`config.mk`:
```
export PLATFORM = sky130hd
export DESIGN_NAME = wdog_window_top
export DESIGN_NICKNAME = d
export VERILOG_FILES = /design/src/rtl/wdog_pkg.sv /design/src/rtl/wdog_prescaler.sv /design/src/rtl/wdog_refresh_seq.sv /design/src/rtl/wdog_window.sv /design/src/rtl/wdog_window_top.sv
export SDC_FILE = /design/constraint.sdc
export NUM_CORES = 1
export LEC_CHECK = 0
export BUFFER_PORTS_ARGS = -buffer_cell sky130_fd_sc_hd__buf_2
export CAP_MARGIN = 0
export CORE_MARGIN = 4
export CORE_UTILIZATION = 51
export CTS_CLUSTER_DIAMETER = 80
export DETAILED_ROUTE_END_ITERATION = 10
export PLACE_DENSITY = 0.83
export SLEW_MARGIN = 20
export SYNTH_ARGS = -nofsm -noshare
export SYNTH_HDL_FRONTEND = slang
export SYNTH_SLANG_ARGS = --single-unit
```
`constraint.sdc`:
```
create_clock -name clk -period 2 [get_ports clk]
set_clock_uncertainty 0.15 [all_clocks]
set_input_delay 0 -clock clk [delete_from_list [all_inputs] [get_ports clk]]
set_output_delay 0 -clock clk [all_outputs]
set_load 0.005 [all_outputs]
```
`src/rtl/wdog_pkg.sv`:
```
package wdog_pkg;
  localparam int PRE_W = 13;
  localparam logic       ADDR_REFRESH = 1'b0;
  localparam logic       ADDR_STATUS  = 1'b1;
  localparam logic [7:0] KEY_ARM      = 8'h00;
  localparam logic [7:0] KEY_FIRE     = 8'hFF;
  localparam int ST_UF_BIT  = 14;
  localparam int ST_ERR_BIT = 15;
  localparam int CLR_UF_BIT  = 6;
  localparam int CLR_ERR_BIT = 7;

  // log2 of the clocks per count for each ratio code
  function automatic int unsigned div_exp(input logic [2:0] sel);
    case (sel)
      3'd0:    div_exp = 2;
      3'd1:    div_exp = 6;
      3'd2:    div_exp = 7;
      3'd3:    div_exp = 9;
      3'd4:    div_exp = 11;
      default: div_exp = 13;
    endcase
  endfunction
endpackage

```
`src/rtl/wdog_prescaler.sv`:
```
module wdog_prescaler
  import wdog_pkg::*;
(
  input  logic       clk,
  input  logic       rst_n,
  input  logic       en_i,
  input  logic       clr_i,
  input  logic [2:0] sel_i,
  output logic       tick_o
);
  logic [PRE_W-1:0] cnt_q;
  logic [PRE_W-1:0] limit;

  always_comb begin
    limit  = PRE_W'((32'd1 << div_exp(sel_i)) - 32'd1);
    tick_o = en_i && (cnt_q >= limit);
  end

  always_ff @(posedge clk or negedge rst_n) begin
    if (!rst_n)       cnt_q <= '0;
    else if (clr_i)   cnt_q <= '0;
    else if (tick_o)  cnt_q <= '0;
    else if (en_i)    cnt_q <= cnt_q + 1'b1;
  end

  // after a phase restart, a full ratio must elapse before the next tick
  assert_no_tick_after_clear_R1: assert property (@(posedge clk) disable iff (!rst_n)
    clr_i |=> !tick_o);
  // with the enable low the phase holds
  assert_phase_hold_R7: assert property (@(posedge clk) disable iff (!rst_n)
    (!en_i && !clr_i) |=> $stable(cnt_q));
endmodule

```
`src/rtl/wdog_refresh_seq.sv`:
```
module wdog_refresh_seq
  import wdog_pkg::*;
(
  input  logic       clk,
  input  logic       rst_n,
  input  logic       wr_i,
  input  logic       addr_i,
  input  logic [7:0] data_i,
  output logic       refresh_o
);
  logic armed_q;
  logic hit;

  always_comb begin
    hit       = wr_i && (addr_i == ADDR_REFRESH);
    refresh_o = hit && armed_q && (data_i == KEY_FIRE);
  end

  always_ff @(posedge clk or negedge rst_n) begin
    if (!rst_n)   armed_q <= 1'b0;
    else if (hit) armed_q <= (data_i == KEY_ARM);
  end

  // a completed pair consumes the pending state
  assert_pair_consumed_R2: assert property (@(posedge clk) disable iff (!rst_n)
    refresh_o |=> !armed_q);
  // an arming write leaves the sequence pending
  assert_arm_pending_R2: assert property (@(posedge clk) disable iff (!rst_n)
    (hit && data_i == KEY_ARM) |=> armed_q);
endmodule

```
`src/rtl/wdog_window.sv`:
```
module wdog_window #(
  parameter int CNT_W = 14
) (
  input  logic [CNT_W-1:0] cnt_i,
  input  logic [1:0]       start_code_i,
  input  logic [1:0]       end_code_i,
  output logic             inside_o
);
  localparam int Q = 1 << (CNT_W - 2);
  localparam logic [CNT_W-1:0] HI_100 = {CNT_W{1'b1}};
  localparam logic [CNT_W-1:0] HI_75  = CNT_W'(3 * Q - 1);
  localparam logic [CNT_W-1:0] HI_50  = CNT_W'(2 * Q - 1);
  localparam logic [CNT_W-1:0] HI_25  = CNT_W'(Q - 1);
  localparam logic [CNT_W-1:0] LO_0   = '0;
  localparam logic [CNT_W-1:0] LO_25  = CNT_W'(Q);
  localparam logic [CNT_W-1:0] LO_50  = CNT_W'(2 * Q);
  localparam logic [CNT_W-1:0] LO_75  = CNT_W'(3 * Q);

  logic [CNT_W-1:0] hi, lo;

  always_comb begin
    case (start_code_i)
      2'd0:    hi = HI_100;
      2'd1:    hi = HI_75;
      2'd2:    hi = HI_50;
      default: hi = HI_25;
    endcase
    case (end_code_i)
      2'd0:    lo = LO_0;
      2'd1:    lo = LO_25;
      2'd2:    lo = LO_50;
      default: lo = LO_75;
    endcase
    inside_o = (cnt_i <= hi) && (cnt_i >= lo);
  end
endmodule

```
`src/rtl/wdog_window_top.sv`:
```
module wdog_window_top
  import wdog_pkg::*;
#(
  parameter int CNT_W = 14
) (
  input  logic        clk,
  input  logic        rst_n,
  input  logic        stop_i,
  input  logic        cfg_auto_start_i,
  input  logic        cfg_nmi_sel_i,
  input  logic [2:0]  cfg_div_sel_i,
  input  logic [1:0]  cfg_win_start_i,
  input  logic [1:0]  cfg_win_end_i,
  input  logic        bus_wr_i,
  input  logic        bus_addr_i,
  input  logic [7:0]  bus_wdata_i,
  output logic [15:0] status_o,
  output logic        rst_req_o,
  output logic        nmi_req_o
);
  localparam logic [CNT_W-1:0] CNT_MAX = {CNT_W{1'b1}};

  logic [CNT_W-1:0] cnt_q;
  logic run_q, uf_q, err_q, rst_q, nmi_q;
  logic started, active, tick, in_win;
  logic ref_evt, ref_err, ref_ok, uf_evt, fault_evt;
  logic clr_uf, clr_err;

  wdog_prescaler u_pre (
    .clk(clk), .rst_n(rst_n), .en_i(active), .clr_i(ref_ok | fault_evt),
    .sel_i(cfg_div_sel_i), .tick_o(tick)
  );

  wdog_refresh_seq u_seq (
    .clk(clk), .rst_n(rst_n), .wr_i(bus_wr_i), .addr_i(bus_addr_i),
    .data_i(bus_wdata_i), .refresh_o(ref_evt)
  );

  wdog_window #(.CNT_W(CNT_W)) u_win (
    .cnt_i(cnt_q), .start_code_i(cfg_win_start_i), .end_code_i(cfg_win_end_i),
    .inside_o(in_win)
  );

  always_comb begin
    started   = cfg_auto_start_i | run_q;
    active    = started & ~stop_i;
    uf_evt    = active & tick & (cnt_q == '0);
    ref_err   = ref_evt & started & ~in_win;
    ref_ok    = ref_evt & ~ref_err;
    fault_evt = uf_evt | ref_err;
    clr_uf    = bus_wr_i && (bus_addr_i == ADDR_STATUS) && !bus_wdata_i[CLR_UF_BIT];
    clr_err   = bus_wr_i && (bus_addr_i == ADDR_STATUS) && !bus_wdata_i[CLR_ERR_BIT];
  end

  always_ff @(posedge clk or negedge rst_n) begin
    if (!rst_n) begin
      cnt_q <= CNT_MAX;
      run_q <= 1'b0;
    end else begin
      if (fault_evt || ref_ok) cnt_q <= CNT_MAX;
      else if (active && tick) cnt_q <= cnt_q - 1'b1;
      if (fault_evt)    run_q <= 1'b0;
      else if (ref_ok)  run_q <= 1'b1;
    end
  end

  always_ff @(posedge clk or negedge rst_n) begin
    if (!rst_n) begin
      uf_q  <= 1'b0;
      err_q <= 1'b0;
      rst_q <= 1'b0;
      nmi_q <= 1'b0;
    end else begin
      uf_q  <= uf_evt  | (uf_q  & ~clr_uf);
      err_q <= ref_err | (err_q & ~clr_err);
      rst_q <= fault_evt & ~cfg_nmi_sel_i;
      nmi_q <= fault_evt &  cfg_nmi_sel_i;
    end
  end

  always_comb begin
    status_o             = '0;
    status_o[CNT_W-1:0]  = cnt_q;
    status_o[ST_UF_BIT]  = uf_q;
    status_o[ST_ERR_BIT] = err_q;
  end

  assign rst_req_o = rst_q;
  assign nmi_req_o = nmi_q;

  // an accepted refresh leaves the counter at all-ones
  assert_refresh_reload_R2: assert property (@(posedge clk) disable iff (!rst_n)
    ref_ok |=> (status_o[CNT_W-1:0] == CNT_MAX));
  // before the first refresh in register-start mode the count holds
  assert_idle_hold_R4: assert property (@(posedge clk) disable iff (!rst_n)
    (!cfg_auto_start_i && !run_q && !ref_evt) |=> $stable(cnt_q));
  // stop freezes the counter
  assert_stop_hold_R7: assert property (@(posedge clk) disable iff (!rst_n)
    (stop_i && !ref_evt) |=> $stable(cnt_q));
  // the underflow flag only rises after an underflow
  assert_uf_flag_source_R8: assert property (@(posedge clk) disable iff (!rst_n)
    $rose(status_o[ST_UF_BIT]) |-> $past(uf_evt));
  // requests are single-cycle and exclusive
  assert_rst_pulse_R9: assert property (@(posedge clk) disable iff (!rst_n)
    rst_req_o |=> !rst_req_o);
  assert_nmi_pulse_R9: assert property (@(posedge clk) disable iff (!rst_n)
    nmi_req_o |=> !nmi_req_o);
  assert_req_exclusive_R9: assert property (@(posedge clk) disable iff (!rst_n)
    !(rst_req_o && nmi_req_o));
endmodule

```
==> impl_metrics.py <==
metrics = {
    "setup_path": {
        "critical_path.reg2reg.endpoint": "u_pre.cnt_q[9]",
        "worstPathMaxFanout": 8,
        "cp_cell_sequence": "ha_1, a21oi_1, o21ai_1, nand2_2, nand3_4, or4_1, a31oi_2",
        "timing.setup.critical_path_class": "reg2reg",
        "reg2regPathDepth": 7,
        "cp-end-kind": "register",
        "timing.critical_path.required_ps": 2030,
        "worst_setup_path_start_kind": "register",
        "reg2reg_from": "u_pre.cnt_q[10]",
        "max_stage_delay_ps": 470,
        "cp.arrival_ps": 2580,
        "crit_slowest_cell": "sky130_fd_sc_hd__or4_1",
        "ff2ff_setup_slack_ps": -550,
    },
    "routing": {
        "route.antenna.remaining_nets": 0,
        "drc": 0,
        "detail_route.vias_per_cell": 7.00,
        "drt_iter0_drc": 536,
        "wl_microns": 10300,
        "firstDrtPassIters": 6,
        "wire_per_inst_microns": 24.9,
        "detailroute.via_count": 2883,
    },
    "yosys": {
        "synth_seq_area_share": 0.373,
        "synthArstFlopShare": 1.00,
        "yosys.cell_count.top_type": "sky130_fd_sc_hd__nand2_1",
        "yosys.cell_types.count": 43,
        "ys.flop_type": "sky130_fd_sc_hd__dfrtp_1",
        "count_of_flip_flops_with_a_built_in_enable_after_synthesis": 0,
        "synthesis.yosys.warnings": 0,
        "netlist_top_cells_area": "sky130_fd_sc_hd__dfrtp_1 (21%), sky130_fd_sc_hd__dfstp_2 (16%), sky130_fd_sc_hd__ha_1 (12%)",
        "yosys.area.top_type_share": 0.210,
        "netlist_area_sq_um": 2260,
        "syn_area_per_cell_sq_um": 8.79,
        "synth_commonest_cells": "sky130_fd_sc_hd__nand2_1 (29), sky130_fd_sc_hd__ha_1 (21), sky130_fd_sc_hd__dfrtp_1 (19), sky130_fd_sc_hd__nand3_1 (19), sky130_fd_sc_hd__nor2_1 (16)",
        "number_of_cells_produced_by_synthesis": 257,
        "ys_seq_elements": 33,
        "synth_largest_area_cell": "sky130_fd_sc_hd__dfrtp_1",
    },
    "pwr": {
        "clkPwrFrac": 0.190,
        "internal-power_mw": 2.10,
        "report.power.total_mw": 3.56,
        "power.ir.vdd_worst_mv": 0.818,
        "pwr-share-seq": 0.335,
        "p_sw_frac": 0.412,
        "power.static_leakage_nw": 1.55,
        "comb_power_share": 0.475,
        "p_per_area_nw_per_um2": 1020,
        "p_switching_mw": 1.47,
    },
    "placement": {
        "placed_cells_incl_taps": 378,
        "post-dp-hpwl_microns": 4740,
        "io_buffer_count": 39,
        "placed_cell_area_sq_um": 2850,
        "detailedPlace.worstSlack_ps": -253,
        "finalWeightedCongestion": 0.845,
    },
    "cells_and_area": {
        "area_growth_from_synthesis_to_final_layout_pct": 54.7,
        "filler_cell_count": 193,
        "finish.instance_area_sq_um": 3500,
        "layout.nets": 404,
        "antenna_cells": 0,
        "layout.cells.non_filler": 412,
        "post_route_cells_drive_above_1_share": 0.461,
    },
    "timing": {
        "slew_violations": 0,
        "period_minus_slack_ps": 2550,
        "timing_hold_violations_final": 0,
        "final_setup_violation_count": 32,
        "timing.final.crit_share": 1.28,
        "rsz0062_at_grt": "yes",
        "tightest_slew_ps": 797,
        "maximum_clock_frequency_ghz": 0.392,
        "timing.max_slew.rel_slack": 0.468,
        "totalNegativeSetupSlack_ps": -10980,
        "final_critical_path_setup_slack_ps": -551,
    },
    "clock_network": {
        "htreeDepth": 2,
        "max-clock-path-buffers": 2,
        "cts_made_buffers": 5,
        "clock_tree.root_cell": "sky130_fd_sc_hd__clkbuf_8",
        "clk_transition_reported_paths_ps": 80,
        "cts_tree": "done",
        "clock_network_latency_to_the_later_pin_of_the_worst_skew_pair_ps": 300,
        "numClockSinks": 33,
    },
    "floorplanning": {
        "core-area_sq_um": 4140,
        "top_level_ports": 40,
        "initial_utilization": 0.545,
        "rows": 23,
        "dieWidth_microns": 74.6,
        "die_area_sq_um": 5560,
        "fp.dieH_microns": 74.6,
    },
    "global_route": {
        "antenna_violations_before_repair": 0,
        "grt_remaining_overflow": 0,
        "grt_pass1_vias": 2764,
        "grt_pass1_wl_microns": 13400,
        "pin_count_of_the_biggest_net_entering_global_routing": 34,
        "grtUsageTotal": 0.319,
    },
    "hold_path": {
        "hp-start": "stop_i",
        "worstHoldPathType": "in2reg",
        "whs_path_depth": 5,
        "min_to": "u_pre.cnt_q[1]",
    },
    "outcome": {
        "violations": "negative setup slack",
        "result_of_the_run": "complete, but fails checks",
    },
    "job": {
        "max_cap_viol_count": 0,
    },
}
## kinds of logic after synthesis
logic type	synth area share
adders and majority gates	0.116
AOI/OAI and AO/OA	0.140
buffers and inverters	0.0399
DFF	0.373
other	0.00166
and+or+nand+nor	0.286
xor gates and xnor gates	0.0426
## area by class of cell
type / count / area [sq um] / area share
multi-input cells: 206 / 1670 / 0.478
inverters: 9 / 33.8 / 0.00966
well taps: 50 / 62.6 / 0.0179
clock inverters: 1 / 30.0 / 0.00859
flip-flops and latches: 33 / 843 / 0.241
repair buffers: 106 / 768 / 0.220
clock buffers: 7 / 86.3 / 0.0247
## worst max path at each step
stage / end / cells after the start / start
finish: u_pre.cnt_q[9] / 7 / u_pre.cnt_q[10]
global route: cnt_q[3] / 8 / u_pre.cnt_q[12]
CTS: cnt_q[8] / 7 / u_pre.cnt_q[7]
detailed placement: u_pre.cnt_q[9] / 10 / cfg_div_sel_i[0]
global placement: u_pre.cnt_q[9] / 10 / cfg_div_sel_i[0]
floorplan: cnt_q[8] / 7 / u_pre.cnt_q[7]
## layout by cell type (no fill, tap or decap), drive strengths merged, types with 2 or more instances in the layout
cell         synthesis  routed
nand2               29      29
or3                  5       5
o21ai               16      16
a21oi               12      12
o22ai                2       2
nor2                17      17
inv                  9       9
dfstp               14      14
xnor2                6       6
nand4               10      10
nand2b               2       2
or4                  6       6
nor3                10      10
and2                 2       2
o31ai                2       2
clkbuf               5       7
conb                 1       2
o211ai               2       2
a311oi               2       2
dlygate4sd3          0      16
xor2                 5       5
buf                  6      90
and3                 5       6
ha                  21      21
a31oi                9       9
nand3               20      20
and4                 5       5
dfrtp               19      19
nor4                 6       6
## power by group through the flow
| stage | Clock [mW] | Combinational, mW | Sequential [mW] |
|---|---|---|---|
| floorplan | 0 | 0.588 | 1.19 |
| global placement | 0 | 1.23 | 1.15 |
| detailed placement | 0 | 1.29 | 1.16 |
| CTS | 0.663 | 1.41 | 1.15 |
| global route | 0.707 | 1.79 | 1.21 |
| finish | 0.678 | 1.69 | 1.19 |
## critical path: cells and delay by family, from the launching register on
kind,cells,cell delay (ps)
compound gates,3,670
fa+ha+maj,1,350
simple gates,3,870
flops,1,410
## what timing repair did
action	CTS	global route
setup endpoints to repair	30	32
hold endpoints to repair	27	0
cloned	2	0
buffers inserted	3	5
gates resized for setup	27	38
hold buffers	16	0
pin swaps	17	23
## metal layers
layer  routed length [microns]  share of wire  track usage
met1                      3580           0.35        0.366
met2                      4550           0.44        0.551
met3                      1290           0.13       0.0649
met4                       859          0.084        0.176
met5                         0              0            0
## flip-flops by register name (all words and copies together), names as in the netlist
name	cells
nmi_req_o	1
uf_q	1
u_seq.armed_q	1
err_q	1
u_pre.cnt_q	13
rst_req_o	1
run_q	1
cnt_q	14
## per-stage QoR
step / hold slack (ps) / util
2_1_floorplan: -446 / -
3_3_place_gp: -55.7 / 0.688
3_5_place_dp: -41.9 / 0.688
4_1_cts: 61.6 / 0.796
5_1_grt: 120 / 0.844
6_report: 91.2 / 0.844
(Power assumes the default switching activity.)
